<file path="src/rtl/twi_mem_target.sv">
module twi_mem_target #(
  parameter logic [3:0] MAIN_TYPE = 4'b1010,
  parameter logic [3:0] IDPG_TYPE = 4'b1011,
  parameter int FILT_LEN = 3
) (
  input  logic       clk,
  input  logic       rst_n,
  input  logic       scl_i,
  input  logic       sda_i,
  output logic       sda_oe,
  input  logic [2:0] strap_sel,
  input  logic       wr_busy,
  output logic       start_pulse,
  output logic       stop_pulse,
  output logic       addr_hit,
  output logic       rw_flag,
  output logic       id_sel,
  output logic [7:0] rx_data,
  output logic       rx_valid,
  input  logic       rx_ack,
  input  logic [7:0] tx_data,
  output logic       tx_req
);
  typedef enum logic [2:0] {ST_IDLE, ST_ADDR, ST_WR, ST_RD, ST_WAIT} st_t;

  logic [1:0] scl_sy, sda_sy;
  logic [FILT_LEN-1:0] scl_h, sda_h;
  logic scl_f, sda_f, scl_q, sda_q;
  st_t st;
  logic [3:0] cnt;
  logic [7:0] sr;
  logic ack_q;

  always_ff @(posedge clk or negedge rst_n) begin
    if (!rst_n) begin
      scl_sy <= '1; sda_sy <= '1;
      scl_h <= '1; sda_h <= '1;
      scl_f <= 1'b1; sda_f <= 1'b1;
      scl_q <= 1'b1; sda_q <= 1'b1;
    end else begin
      scl_sy <= {scl_sy[0], scl_i};
      sda_sy <= {sda_sy[0], sda_i};
      scl_h <= {scl_h[FILT_LEN-2:0], scl_sy[1]};
      sda_h <= {sda_h[FILT_LEN-2:0], sda_sy[1]};
      if (&scl_h) scl_f <= 1'b1; else if (~|scl_h) scl_f <= 1'b0;
      if (&sda_h) sda_f <= 1'b1; else if (~|sda_h) sda_f <= 1'b0;
      scl_q <= scl_f;
      sda_q <= sda_f;
    end
  end

  wire scl_rise  = scl_f & ~scl_q;
  wire scl_fall  = ~scl_f & scl_q;
  wire start_det = scl_f & scl_q & sda_q & ~sda_f;
  wire stop_det  = scl_f & scl_q & ~sda_q & sda_f;
  wire busy_st   = (st == ST_ADDR) || (st == ST_WR) || (st == ST_RD);
  wire type_ok   = (sr[6:3] == MAIN_TYPE) || (sr[6:3] == IDPG_TYPE);
  wire hit_now   = type_ok && (sr[2:0] == strap_sel) && !wr_busy;

  always_ff @(posedge clk or negedge rst_n) begin
    if (!rst_n) begin
      st <= ST_IDLE; cnt <= '0; sr <= '0; ack_q <= 1'b0;
      sda_oe <= 1'b0; start_pulse <= 1'b0; stop_pulse <= 1'b0;
      addr_hit <= 1'b0; rw_flag <= 1'b0; id_sel <= 1'b0;
      rx_data <= '0; rx_valid <= 1'b0; tx_req <= 1'b0;
    end else begin
      start_pulse <= 1'b0;
      stop_pulse  <= 1'b0;
      rx_valid    <= 1'b0;
      tx_req      <= 1'b0;
      if (start_det) begin
        st <= ST_ADDR; cnt <= '0; sda_oe <= 1'b0; addr_hit <= 1'b0;
        start_pulse <= 1'b1;
      end else if (stop_det) begin
        st <= ST_IDLE; cnt <= '0; sda_oe <= 1'b0; addr_hit <= 1'b0;
        stop_pulse <= 1'b1;
      end else if (scl_rise && busy_st) begin
        if (cnt != 4'd9) cnt <= cnt + 4'd1;
        if (cnt < 4'd8 && st != ST_RD) sr <= {sr[6:0], sda_f};
        if (cnt == 4'd7 && st == ST_ADDR) begin
          if (hit_now) begin
            addr_hit <= 1'b1;
            rw_flag  <= sda_f;
            id_sel   <= (sr[6:3] == IDPG_TYPE);
            tx_req   <= sda_f;
          end else begin
            st <= ST_IDLE;
          end
        end
        if (cnt == 4'd7 && st == ST_WR) begin
          rx_data  <= {sr[6:0], sda_f};
          rx_valid <= 1'b1;
        end
        if (cnt == 4'd8 && st == ST_RD) begin
          ack_q  <= ~sda_f;
          tx_req <= ~sda_f;
        end
      end else if (scl_fall && busy_st) begin
        if (cnt == 4'd8) begin
          case (st)
            ST_ADDR: sda_oe <= 1'b1;
            ST_WR: begin
              sda_oe <= rx_ack & ~wr_busy;
              ack_q  <= rx_ack & ~wr_busy;
            end
            default: sda_oe <= 1'b0;
          endcase
        end else if (cnt == 4'd9) begin
          cnt <= '0;
          case (st)
            ST_ADDR: begin
              if (rw_flag) begin
                st <= ST_RD; sr <= tx_data; sda_oe <= ~tx_data[7];
              end else begin
                st <= ST_WR; sda_oe <= 1'b0;
              end
            end
            ST_WR: begin
              sda_oe <= 1'b0;
              if (!ack_q) st <= ST_WAIT;
            end
            default: begin
              if (ack_q) begin
                sr <= tx_data; sda_oe <= ~tx_data[7];
              end else begin
                st <= ST_WAIT; sda_oe <= 1'b0;
              end
            end
          endcase
        end else if (st == ST_RD && cnt != 4'd0) begin
          sda_oe <= ~sr[6];
          sr <= {sr[6:0], 1'b0};
        end
      end
    end
  end

  a_r1_strobes_exclusive: assert property (@(posedge clk) disable iff (!rst_n)
    !(start_pulse && stop_pulse));
  a_r9_drive_while_scl_low: assert property (@(posedge clk) disable iff (!rst_n)
    $rose(sda_oe) |-> !scl_f);
  a_r5_no_hit_when_busy: assert property (@(posedge clk) disable iff (!rst_n)
    $rose(addr_hit) |-> !$past(wr_busy));
  a_r7_rx_only_in_write: assert property (@(posedge clk) disable iff (!rst_n)
    rx_valid |-> (addr_hit && !rw_flag));
  a_r4_quiet_released: assert property (@(posedge clk) disable iff (!rst_n)
    (st == ST_IDLE || st == ST_WAIT) |-> !sda_oe);
  a_r3_drive_only_addressed: assert property (@(posedge clk) disable iff (!rst_n)
    sda_oe |-> addr_hit);
endmodule

</file>
<file path="config.mk">
export PLATFORM = sky130hd
export DESIGN_NAME = twi_mem_target
export DESIGN_NICKNAME = d
export VERILOG_FILES = /design/src/rtl/twi_mem_target.sv
export SDC_FILE = /design/constraint.sdc
export NUM_CORES = 1
export LEC_CHECK = 0
export CORE_MARGIN = 2
export CORE_UTILIZATION = 48
export DETAILED_ROUTE_END_ITERATION = 6
export GPL_TIMING_DRIVEN = 0
export PLACE_DENSITY = 0.76
export SLEW_MARGIN = 20
export SYNTH_ARGS = -nofsm -noshare
export SYNTH_HDL_FRONTEND = slang
export SYNTH_SLANG_ARGS = --single-unit
</file>
<file path="constraint.sdc">
create_clock -name clk -period 2.3 [get_ports clk]
set_input_delay 0.69 -clock clk [delete_from_list [all_inputs] [get_ports clk]]
set_output_delay 0.69 -clock clk [all_outputs]
set_load 0.02 [all_outputs]
</file>
Word level (Yosys, flattened, before mapping)
Index checks and enable logic that the tools add are counted.
Widths: inputs -> output; s select.

cells by class
  $add $sub $neg = 1
  magnitude comparators = 1
  eq/ne operators = 25
  multiplexer cells = 65
  bitwise logic cells = 17
  reductions and logical operators = 37

operators with widths
  kind                number
  $mux 7              8
  $mux 1              37
  $mux 3              10
  $mux 4              7
  $ne 4x4->1 const B  5
  $eq 4x4->1 const B  4
  $reduce_bool 3->1   5
  $pmux 7 s2          1
  $reduce_and 3->1    4
  $reduce_and 6->1    2
  $reduce_bool 4->1   3
  $logic_and 1x1->1   9
  $not 1->1           9
  $reduce_and 9->1    1
  $and 1x1->1         8
  $ne 4x3->1 const B  2
  $reduce_and 4->1    2
  $eq 3x2->1 const B  2
  $ne 2x2->1 const B  3
  $ne 3x3->1 const B  2
  $reduce_bool 2->1   3
  $reduce_or 3->1     2
  $ne 5x1->1 const B  1
  $reduce_and 5->1    1
  other kinds (11)    15

word-level totals
  bits in registers = 45
  bits of input ports = 17
  output and inout port bits = 16
  logic and storage cells = 167

Depth between registers and ports, before layout
  depth in word-level cells = 10
  mapped depth = 7
  depth with buffers taken out = 7

Worst setup path before layout
OpenSTA, ideal clock, no wires.

  kind = reg2reg
  start = register cnt[0]
  end = register sr[0]
  library setup time = 125 ps
  arrival time = 2,283 ps
  required time = 2,175 ps
  setup slack = -108 ps
  stages on the path, launching flop included = 8
  path buffers = 0
  clock period less this slack = 2,408 ps
  cells stage by stage = dfrtp_1 inv_1 ha_1 nor3b_1 or3_4 mux2_4 a2111oi_4 mux2_2

between the ends
  cells in the longest elaborated chain, start to end = 5
  elaborated cells on any way between the ends = 17
  classes of those cells = 1 x order compare; 7 x eq/ne; 4 x mux; 5 x reduce/logical

ends and longest elaborated chain
  what                                                                line  RTL
  from (decl)                                                         30    logic [3:0] cnt;
  from (signal assigned)                                              78    if (cnt != 4'd9) cnt <= cnt + 4'd1;
  parallel branches: the longest is 5 deep, another holds $lt 4x4->1  --
  to (signal assigned)                                                79    if (cnt < 4'd8 && st != ST_RD) sr <= {sr[6:0], sda_f};
  to (signal assigned)                                                124   sr <= tx_data; sda_oe <= ~tx_data[7];
  to (signal assigned)                                                132   sr <= {sr[6:0], 1'b0};
  to (decl)                                                           31    logic [7:0] sr;

Parallel ways; which one is timed is not known. The select of a mux whose other input is x is not followed.
A chain may end at the register's enable or synchronous reset.

Worst setup path after layout
  start = register cnt[1]
  end = register sr[5]

The elaborated chain is that of the path after synthesis.

==> impl_metrics.toml <==
[clock_network]
cts_max_level = 2
cts_tree = "yes"
clockBufferDepth = 2
cts_hold_buf = 0
clk_pin_slew_ps = 90
cts_root_buffer = "clkbuf_8"
cts_made_buffers = 5
clkLatencyLatePin_ps = 300
cts.sinks = 45

[placed_design]
gp_congestion = 0.8629
hpwl_um = 3232
numPortBuffers = 32

[pwr]
pwr-share-seq_pct = 45.5
p_sw_uw = 643.9
p_total_uw = 2003
powerDensity_mw_per_mm2 = 698.7
switching_share_pct = 32.15
clock_power_share_pct = 24.7
vdd_drop_max_v = 0.0004737
p_leak_uw = 0.001270
p_int_uw = 1359
p_comb_share_pct = 29.8

[finish]
layout-drive-gt1-share_pct = 33.33
diodes = 0
layout_common_cells = "clkdlybuf4s50_1 (31), dfrtp_1 (29), mux2_2 (16), dfstp_2 (14)"
area.growth.synth_to_final_pct = 31.14
fin_nets = 259
fill_cells = 334
layout_commonest_cell = "clkdlybuf4s50_1"
final_util_pct = 65.38

[setup_path]
crit_arrival_ps = 2450
startpoint_type = "flop"
crit_chain = "inv_2 -> ha_4 -> nor3b_1 -> or3_4 -> mux2_4 -> a2111oi_4 -> buf_6 -> mux2_4"
cpMaxStageDelayCell = "dfrtp_1"
path_max_fanout = 7
cp_slowest_stage_delay_ps = 370
worstPathRequired_ps = 2490
path_class = "reg2reg"
cp-end-kind = "flop"
crit_top_cell = "mux2_4"

[route]
vias_per_cell = 5.558
antenna_left = 0
drtPass1Iterations = 4
drc = 0
drt-initial-drc-count = 123
routed_wl_um = 4640
wl_per_cell_um = 15.89
num_vias = 1623

[yosys]
ys_seq_elements = 45
ys_seq_area_share_pct = 52.32
synth_area_leader_cell = "dfrtp_1"
syn_area_per_cell_sq_um = 11.63
ys_warn_count = 0
yosysTopAreaCellShare_pct = 35.49
synthesis.nets = 208
syn-cell-area_sq_mm = 0.002186
synth.area.top_cells = "dfrtp_1 (35%), dfstp_2 (17%), mux2_2 (11%), o21ai_0 (2.3%), xor2_1 (2.0%)"
synth_cells = 188
async_flop_share_pct = 100.0
synth_flop_cell = "dfrtp_1"
post_synth_num_cell_types = 48
synth_edf_count = 0

[die]
die_w_um = 71.48
core-area_sq_mm = 0.004384
start_util_pct = 49.86
num_rows = 24
dieArea_sq_mm = 0.005109
num_io_pins = 33
die_y_um = 71.48

[sta]
rsz0062_at_grt = "yes"
slew_violations = 0
final_hold_viol_count = 0
finClkSkew_ps = 3.973
fin_crit_ps = 2258
fin_crit_sh_pct = 98.17
setup_viol = 0
finalSetupTns_ps = 0
worst_pin_slew_ps = 498.5
slew_headroom_pct = 66.76
max_freq_ghz = 0.4429

[global_route]
grt_pass1_vias = 1661
grt_remaining_overflow = 0
grt_max_degree = 26
antenna_found_initial = 0
grt_pass1_wl_um = 7955
grt_use_total_pct = 20.17

[flow_run]
drv_cap = 0

[status]
status = "completed"

[hold_path]
hold_class = "in2async"
-- layer usage --
metal  GRT usage (%)  routed length (um)  up-vias
met5               0                   0        -
met2           32.41                2288       42
met4           7.547                  89        0
met3           5.204                 252        8
met1           26.44                2010      787
li1                -                   -      786
-- worst max-delay path, delay by kind of cell, from the launching register on --
family / cells / cell delay (ps)
mux: 2 / 590
simple gates: 2 / 460
fa+ha+maj: 1 / 160
flops: 1 / 370
buf+inv: 2 / 260
compound gates: 1 / 300
-- final timing paths --
kind	start	depth (start not counted)	end	slack, ps
min in group clk	scl_sy[0]	0	scl_sy[1]	360
worst max register to register	cnt[1]	8	sr[5]	40
worst max-delay path	cnt[1]	8	sr[5]	40
worst min register to register	scl_sy[0]	0	scl_sy[1]	360
worst min-delay path	rst_n	1	rx_data[5]	340
max in group asynchronous	rst_n	2	sda_q	1390
-- state kept, by name, summed over array words and instances (netlist names), 2 cells and up --
name	count
cnt	4
sda_sy	2
st	3
scl_h	3
rx_data	8
sda_h	3
sr	7
scl_sy	2
-- cells by family (layout without fill, tap and decap cells) --
family	after synthesis	in the layout	share of synthesized area, %
flip-flops	45	45	52.32
multiplexers	27	27	13.85
adder cells (fa/ha/maj)	3	3	1.717
AND/OR/NAND/NOR	56	56	15.28
buffers and inverters	14	66	2.518
XOR/XNOR	5	5	2.003
AO/OA/AOI/OAI	38	38	12.31
-- synthesized netlist by cell type (all sizes together) (5+ instances only) --
cell type,number
mux2,23
nor2,9
dfrtp,31
a21oi,6
inv,7
clkbuf,6
o21ai,10
dfstp,14
xor2,5
nand2,11
a31oi,5
-- cell type report --
cell class	instances	area [sq um]	share of cell area, %
Clock inverter	3	21.27	0.7420
Buffer	6	26.28	0.9166
Clock buffer	5	68.82	2.401
Multi-Input combinational cell	129	1064	37.10
Sequential cell	45	1146	39.98
Tap cell	52	65.06	2.270
Inverter	7	26.28	0.9166
Timing Repair Buffer	45	449.2	15.67
-- stage by stage --
step           setup slack (ps)  hold slack, ps  cell area (sq um)  std cells
2_1_floorplan            -54.51           345.2               2186        188
3_3_place_gp             -625.9           345.3               2571        272
3_5_place_dp             -315.1           350.3               2594        273
4_1_cts                  -6.690           357.6               2789        290
5_1_grt                  -36.12           366.8               2867        292
6_report                  42.03           341.8               2867        292
-- power groups by stage --
stage	Clock [uW]	Sequential, uW	Combinational [uW]
final	494	912	597
after detailed placement	0	956	447
after floorplan	0	941	318
after CTS	514	909	550
after global routing	542	921	657
after global placement	0	956	434
-- timing repair --
item                       in CTS  in global routing
resized for setup               8                 17
buffers inserted               10                  2
pin swaps                       2                  2
setup endpoints to repair      15                  9
(Power assumes the default switching activity.)
